===== config.mk =====
export PLATFORM = sky130hd
export DESIGN_NAME = gamma_pwl
export DESIGN_NICKNAME = d
export VERILOG_FILES = /design/src/rtl/gamma_pkg.sv /design/src/rtl/gamma_knot_bank.sv /design/src/rtl/gamma_seg_sel.sv /design/src/rtl/gamma_interp.sv /design/src/rtl/gamma_pwl.sv
export SDC_FILE = /design/constraint.sdc
export NUM_CORES = 1
export LEC_CHECK = 0
export ABC_AREA = 1
export BUFFER_PORTS_ARGS = -buffer_cell sky130_fd_sc_hd__buf_2
export CELL_PAD_IN_SITES_DETAIL_PLACEMENT = 2
export CELL_PAD_IN_SITES_GLOBAL_PLACEMENT = 2
export CORE_MARGIN = 5
export CORE_UTILIZATION = 38
export CTS_CLUSTER_SIZE = 28
export DETAILED_ROUTE_END_ITERATION = 12
export PLACE_DENSITY_LB_ADDON = 0.2
export SETUP_SLACK_MARGIN = 0.2
export SLEW_MARGIN = 15
export SYNTH_ARGS = -nofsm -noshare
export SYNTH_HDL_FRONTEND = slang
export SYNTH_SLANG_ARGS = --single-unit

===== constraint.sdc =====
create_clock -name clk_i -period 7.2 [get_ports clk_i]
set_clock_uncertainty 0.05 [all_clocks]
set_input_delay 0.72 -clock clk_i [delete_from_list [all_inputs] [get_ports clk_i]]
set_output_delay 0.72 -clock clk_i [all_outputs]
set_load 0.01 [all_outputs]

===== src/rtl/gamma_pkg.sv =====
package gamma_pkg;
  localparam int LUMA_W = 10;
  localparam int Y_W    = 8;
  localparam int N_SEG  = 10;
  localparam int N_KNOT = N_SEG + 1;
  localparam int IDX_W  = 4;
  localparam int OFF_W  = 7;   // widest segment is 128
  localparam int SH_W   = 3;

  // fixed input breakpoints
  function automatic int bp(int i);
    if (i == 0)     return 0;
    else if (i < 4) return 8 << i;
    else            return (i - 3) * 128;
  endfunction

  // log2 of segment width
  function automatic int seg_shift(int s);
    if (s < 2)      return 4;
    else if (s < 4) return s + 3;
    else            return 7;
  endfunction

  // reset curve: straight line from 0 to full scale at the last breakpoint
  function automatic int default_knot(int i);
    return (bp(i) * ((1 << Y_W) - 1) + bp(N_SEG) / 2) / bp(N_SEG);
  endfunction
endpackage


===== src/rtl/gamma_knot_bank.sv =====
module gamma_knot_bank
  import gamma_pkg::*;
#(
  parameter int NK = N_KNOT,
  parameter int YW = Y_W,
  parameter int IW = IDX_W
) (
  input  logic                   clk_i,
  input  logic                   rst_ni,
  input  logic                   wr_en_i,
  input  logic [IW-1:0]          wr_idx_i,
  input  logic [YW-1:0]          wr_data_i,
  output logic [NK-1:0][YW-1:0]  knot_o,
  output logic                   err_o
);
  logic [NK-1:0][YW-1:0] knot_q;
  logic [NK-1:0]         bad;
  logic                  err_q;

  for (genvar k = 0; k < NK; k++) begin : g_knot
    logic hit, lo_bad, hi_bad;
    assign hit = wr_en_i && (wr_idx_i == IW'(k));
    if (k == 0) begin : g_lo0
      assign lo_bad = 1'b0;
    end else begin : g_lo
      assign lo_bad = wr_data_i < knot_q[k-1];
    end
    if (k == NK - 1) begin : g_hiN
      assign hi_bad = 1'b0;
    end else begin : g_hi
      assign hi_bad = wr_data_i > knot_q[k+1];
    end
    assign bad[k] = hit && (lo_bad || hi_bad);

    always_ff @(posedge clk_i or negedge rst_ni) begin
      if (!rst_ni)  knot_q[k] <= YW'(default_knot(k));
      else if (hit) knot_q[k] <= wr_data_i;
    end
  end

  always_ff @(posedge clk_i or negedge rst_ni) begin
    if (!rst_ni) err_q <= 1'b0;
    else         err_q <= err_q | (|bad);
  end

  assign knot_o = knot_q;
  assign err_o  = err_q;

  for (genvar k = 0; k < NK - 1; k++) begin : g_chk
    assert_knots_ordered_R8: assert property (@(posedge clk_i) disable iff (!rst_ni)
      !err_q |-> knot_q[k] <= knot_q[k+1]);
  end

  assert_err_sticky_R9: assert property (@(posedge clk_i) disable iff (!rst_ni)
    err_q |=> err_q);

  assert_bad_index_ignored_R7: assert property (@(posedge clk_i) disable iff (!rst_ni)
    (wr_en_i && wr_idx_i >= IW'(NK)) |=> ($stable(knot_q) && $stable(err_q)));
endmodule


===== src/rtl/gamma_seg_sel.sv =====
module gamma_seg_sel
  import gamma_pkg::*;
#(
  parameter int LW = LUMA_W,
  parameter int YW = Y_W,
  parameter int NS = N_SEG,
  parameter int OW = OFF_W,
  parameter int SW = SH_W
) (
  input  logic [LW-1:0]           luma_i,
  input  logic [NS:0][YW-1:0]     knot_i,
  output logic [YW-1:0]           ylo_o,
  output logic signed [YW:0]      diff_o,
  output logic [OW-1:0]           off_o,
  output logic [SW-1:0]           sh_o
);
  localparam int SEG_W = $clog2(NS + 1);

  logic [NS:1]      ge;
  logic [SEG_W-1:0] seg;
  logic             clamp;
  logic [LW-1:0]    base;
  logic [YW-1:0]    yhi;

  for (genvar i = 1; i <= NS; i++) begin : g_cmp
    localparam logic [LW-1:0] BP = LW'(bp(i));
    assign ge[i] = luma_i >= BP;
  end

  assign clamp = ge[NS];
  assign seg   = SEG_W'($countones(ge[NS-1:1]));

  always_comb begin
    base  = '0;
    ylo_o = knot_i[NS];
    yhi   = knot_i[NS];
    sh_o  = '0;
    for (int s = 0; s < NS; s++) begin
      if (!clamp && seg == SEG_W'(s)) begin
        base  = LW'(bp(s));
        ylo_o = knot_i[s];
        yhi   = knot_i[s+1];
        sh_o  = SW'(seg_shift(s));
      end
    end
  end

  logic [LW-1:0] off_full;
  assign off_full = luma_i - base;
  assign off_o    = clamp ? '0 : off_full[OW-1:0];
  assign diff_o   = $signed({1'b0, yhi}) - $signed({1'b0, ylo_o});
endmodule


===== src/rtl/gamma_interp.sv =====
module gamma_interp
  import gamma_pkg::*;
#(
  parameter int YW = Y_W,
  parameter int OW = OFF_W,
  parameter int SW = SH_W
) (
  input  logic                 clk_i,
  input  logic                 rst_ni,
  input  logic                 valid_i,
  input  logic [YW-1:0]        ylo_i,
  input  logic signed [YW:0]   diff_i,
  input  logic [OW-1:0]        off_i,
  input  logic [SW-1:0]        sh_i,
  output logic                 valid_o,
  output logic [YW-1:0]        y_o
);
  localparam int PW = YW + OW + 3;

  logic signed [PW-1:0] prod, half, rnd, sum, lo_s, hi_s;

  assign prod = PW'(diff_i) * PW'($signed({1'b0, off_i}));
  assign half = (sh_i == '0) ? '0 : (PW'(1) <<< (sh_i - SW'(1)));
  assign rnd  = (prod + half) >>> sh_i;
  assign lo_s = PW'($signed({1'b0, ylo_i}));
  assign hi_s = lo_s + PW'(diff_i);
  assign sum  = lo_s + rnd;

  always_ff @(posedge clk_i or negedge rst_ni) begin
    if (!rst_ni) begin
      valid_o <= 1'b0;
      y_o     <= '0;
    end else begin
      valid_o <= valid_i;
      if (valid_i) y_o <= sum[YW-1:0];
    end
  end

  assert_between_knots_R4: assert property (@(posedge clk_i) disable iff (!rst_ni)
    valid_i |-> ((diff_i >= 0) ? (sum >= lo_s && sum <= hi_s)
                               : (sum <= lo_s && sum >= hi_s)));
endmodule


===== src/rtl/gamma_pwl.sv =====
module gamma_pwl
  import gamma_pkg::*;
#(
  parameter int LW = LUMA_W,
  parameter int YW = Y_W,
  parameter int IW = IDX_W
) (
  input  logic          clk_i,
  input  logic          rst_ni,
  input  logic          valid_i,
  input  logic [LW-1:0] luma_i,
  input  logic          wr_en_i,
  input  logic [IW-1:0] wr_idx_i,
  input  logic [YW-1:0] wr_data_i,
  output logic          valid_o,
  output logic [YW-1:0] y_o,
  output logic          err_o
);
  localparam int NK = N_SEG + 1;

  logic [NK-1:0][YW-1:0] knot;
  logic [YW-1:0]         ylo_d, s1_ylo;
  logic signed [YW:0]    diff_d, s1_diff;
  logic [OFF_W-1:0]      off_d, s1_off;
  logic [SH_W-1:0]       sh_d, s1_sh;
  logic                  s1_valid;

  gamma_knot_bank #(.NK(NK), .YW(YW), .IW(IW)) u_bank (
    .clk_i, .rst_ni, .wr_en_i, .wr_idx_i, .wr_data_i,
    .knot_o(knot), .err_o
  );

  gamma_seg_sel #(.LW(LW), .YW(YW), .NS(N_SEG), .OW(OFF_W), .SW(SH_W)) u_sel (
    .luma_i, .knot_i(knot),
    .ylo_o(ylo_d), .diff_o(diff_d), .off_o(off_d), .sh_o(sh_d)
  );

  always_ff @(posedge clk_i or negedge rst_ni) begin
    if (!rst_ni) begin
      s1_valid <= 1'b0;
      s1_ylo   <= '0;
      s1_diff  <= '0;
      s1_off   <= '0;
      s1_sh    <= '0;
    end else begin
      s1_valid <= valid_i;
      if (valid_i) begin
        s1_ylo  <= ylo_d;
        s1_diff <= diff_d;
        s1_off  <= off_d;
        s1_sh   <= sh_d;
      end
    end
  end

  gamma_interp #(.YW(YW), .OW(OFF_W), .SW(SH_W)) u_interp (
    .clk_i, .rst_ni,
    .valid_i(s1_valid), .ylo_i(s1_ylo), .diff_i(s1_diff),
    .off_i(s1_off), .sh_i(s1_sh),
    .valid_o, .y_o
  );

  assert_valid_two_cycles_R2: assert property (@(posedge clk_i) disable iff (!rst_ni)
    valid_i |=> ##1 valid_o);
  assert_idle_two_cycles_R2: assert property (@(posedge clk_i) disable iff (!rst_ni)
    !valid_i |=> ##1 !valid_o);
  assert_clamp_top_knot_R5: assert property (@(posedge clk_i) disable iff (!rst_ni)
    (valid_i && luma_i >= LW'(bp(N_SEG))) |=> ##1 (y_o == $past(knot[NK-1])));
  assert_zero_hits_knot0_R3: assert property (@(posedge clk_i) disable iff (!rst_ni)
    (valid_i && luma_i == '0) |=> ##1 (y_o == $past(knot[0])));
endmodule


==> flow_summary.ini <==
[yosys]
synth_xor_area_share_pct = 1.32
synth-edff-count = 0
synthMuxAreaShare_pct = 0
syn_nets = 1967
ys_ff_latch = 126
syn-instance-count = 1740
synth_fa_ha_area_share_pct = 23.2
synth_top_family_by_area = adder cells
ys_async_sr_fraction_pct = 100
synth_compound_area_share_pct = 17.5
synth_flop_cell = dfrtp_1
synth_seq_area_share_pct = 25.4
synth_area_sq_mm = 0.0126
synthSimpleGateAreaFrac_pct = 20.7
synth.avg_cell_area_sq_um = 7.25
yosysUniqueCellTypes = 54
ys.warnings.count = 0

[layout]
area_growth_pct = 11.0
drive_gt1_share_pct = 11.7
diodes = 0
final_cell_mix = 412 x nand2_1, 306 x inv_1, 152 x o21ai_0, 141 x ha_1, 107 x a21oi_1
final_common_cell = nand2_1
final_cell_count_no_fill = 2214
layout.nets = 1986

[placement]
place.gp.congestion = 0.854
io_buffers = 35
dp_hpwl_mm = 35.7
dp.cells = 2165
pre_cts_slack_ps = 45.9

[grt]
grt_pass1_vias = 13522
grt_max_degree = 68
grtUsageTotal_pct = 25.7
antenna_found_initial = 0
grt_overflow_total = 0
grt_first_pass_wirelength_mm = 73.7

[timing]
max_slew.worst_pin.slew_ps = 1150
slew_violations = 0
finalSetupViolations = 0
slew_headroom_pct = 23.4
finalCriticalPeriod_ps = 6680
fin_ws_ps = 516
fmax_mhz = 150
rsz0062_at_grt = true
hold_viol = 0
setup_tns_ps = 0
fin_crit_sh_pct = 92.8

[outcome]
outcome = finished, final reports clean

[clock_network]
cts_tree = built
cts-htree-levels = 4
clock_latency_ps = 440
holdBufCountCts = 0
cts.reportedPaths.clkPinSlew_ps = 70
cts-buffers-inserted = 17
cts.sinks = 126
cts_root_buf = clkbuf_16
clockBufferDepth = 2

[setup_path]
cp-start-kind = flop
worst-path-max-fanout = 6
end_kind = flop
crit_slowest_cell = fa_1
r2r_slack_ps = 520
ff2ff_path_depth = 41
slowest_delay_ps = 550
r2r_end = u_interp.y_o[7]$_DFFE_PN0P_
reg2reg_from = s1_off[4]$_DFFE_PN0P_
worst_ep_arrival_time_ps = 6970
cpMostUsedCell = nand2_1
critPathKind = flop to flop
crit_required_ps = 7490

[floorplanning]
core-area_sq_mm = 0.0326
fp.dieW_um = 192
row_count = 66
initial_core_util_pct = 38.6
die_h_um = 192
ioPinCount = 36
die_area_sq_mm = 0.0369

[detailed_routing]
ant_nets = 0
finalWirelength_mm = 46.9
drt_pass1_iterations = 5
avgRoutedWirePerCell_um = 21.2
drt_iter0_drc = 431
drc = 0
routed_via_density = 5.47
vias = 12111

[min_path]
hp-class = input pin to async pin

[flow_run]
max_cap_violations = 0
==> flip-flops by register name, indices dropped and copies added, names as in the netlist <==
name / flops
s1_diff: 9
s1_off: 7
s1_sh: 3
s1_valid: 1
s1_ylo: 8
u_bank.err_o: 1
u_bank.knot_o: 88
u_interp.valid_o: 1
u_interp.y_o: 8
==> worst max-delay path by stage <==
stage / start / endpoint / slack [ps]
final: s1_off[4]$_DFFE_PN0P_ / u_interp.y_o[7]$_DFFE_PN0P_ / 520
after global routing: s1_diff[2]$_DFFE_PN0P_ / u_interp.y_o[7]$_DFFE_PN0P_ / -20
after CTS: s1_off[4]$_DFFE_PN0P_ / u_interp.y_o[7]$_DFFE_PN0P_ / 200
after detailed placement: luma_i[8] / s1_diff[8]$_DFFE_PN0P_ / 50
after global placement: s1_off[4]$_DFFE_PN0P_ / u_interp.y_o[7]$_DFFE_PN0P_ / 280
after floorplan: s1_off[4]$_DFFE_PN0P_ / u_interp.y_o[7]$_DFFE_PN0P_ / 1050
==> synth_stat cells (26+ instances only) <==
cell type / n / share of area (%)
ha_1: 146 / 14
nor2_1: 77 / 2.3
o21ai_1: 38 / 1.5
nand3_1: 51 / 2.0
inv_1: 306 / 9.1
o21ai_0: 155 / 6.2
nand2_1: 412 / 12
clkbuf_1: 42 / 1.3
dfstp_2: 38 / 7.9
dfrtp_1: 88 / 17
fa_1: 55 / 8.7
nand4_1: 26 / 1.3
a21oi_1: 110 / 4.4
==> through the flow <==
| step | hold WS (ps) | instance area [sq um] | util, % |
|---|---|---|---|
| floorplan | 374 | 12600 | - |
| global placement | 402 | 13200 | 40.3 |
| detailed placement | 411 | 13200 | 40.3 |
| CTS | 223 | 13700 | 42.1 |
| global route | 251 | 14000 | 42.9 |
| finish | 200 | 14000 | 42.9 |
==> per-layer routing <==
metal	global-route usage, %	wire, um	share of wire [%]	vias to the layer above
li1	-	-	-	5698
met1	30.7	20200	43	6188
met2	48.4	24600	52	161
met3	2.58	932	2.0	64
met4	7.54	1210	2.6	0
met5	0	0	0	-
==> cell families after synthesis <==
kind of cell | Yosys count
AO/OA/AOI/OAI | 394
other | 1
AND/OR/NAND/NOR | 615
XOR/XNOR | 19
flip-flops | 126
adder cells (fa/ha/maj) | 201
buffers and inverters | 384
==> final cells by class <==
type / count / area, sq um
Tap cell: 442 / 553
Clock buffer: 20 / 447
Inverter: 318 / 1200
Sequential cell: 126 / 3210
Multi-Input combinational cell: 1231 / 8040
Fill cell: 3847 / 18600
Clock inverter: 12 / 135
Timing Repair Buffer: 65 / 407
==> worst max-delay path, delay by kind of cell, from the launching register on <==
kind | cells | cell delay [ps]
AOI/OAI and AO/OA | 5 | 610
adders and majority gates | 7 | 2680
and+or+nand+nor | 19 | 1840
xor gates and xnor gates | 2 | 400
DFF | 1 | 420
buffers and inverters | 8 | 550
==> timing repair <==
action	in CTS	in global routing
setup buffers	0	16
endpoints found under the setup margin	1	6
gates resized for setup	7	26
cloned	0	1
pin swaps	0	8
Power is left out: the tool's default activity adds up to more than one toggle a clock period on the data nets, which glitch-free logic cannot reach.
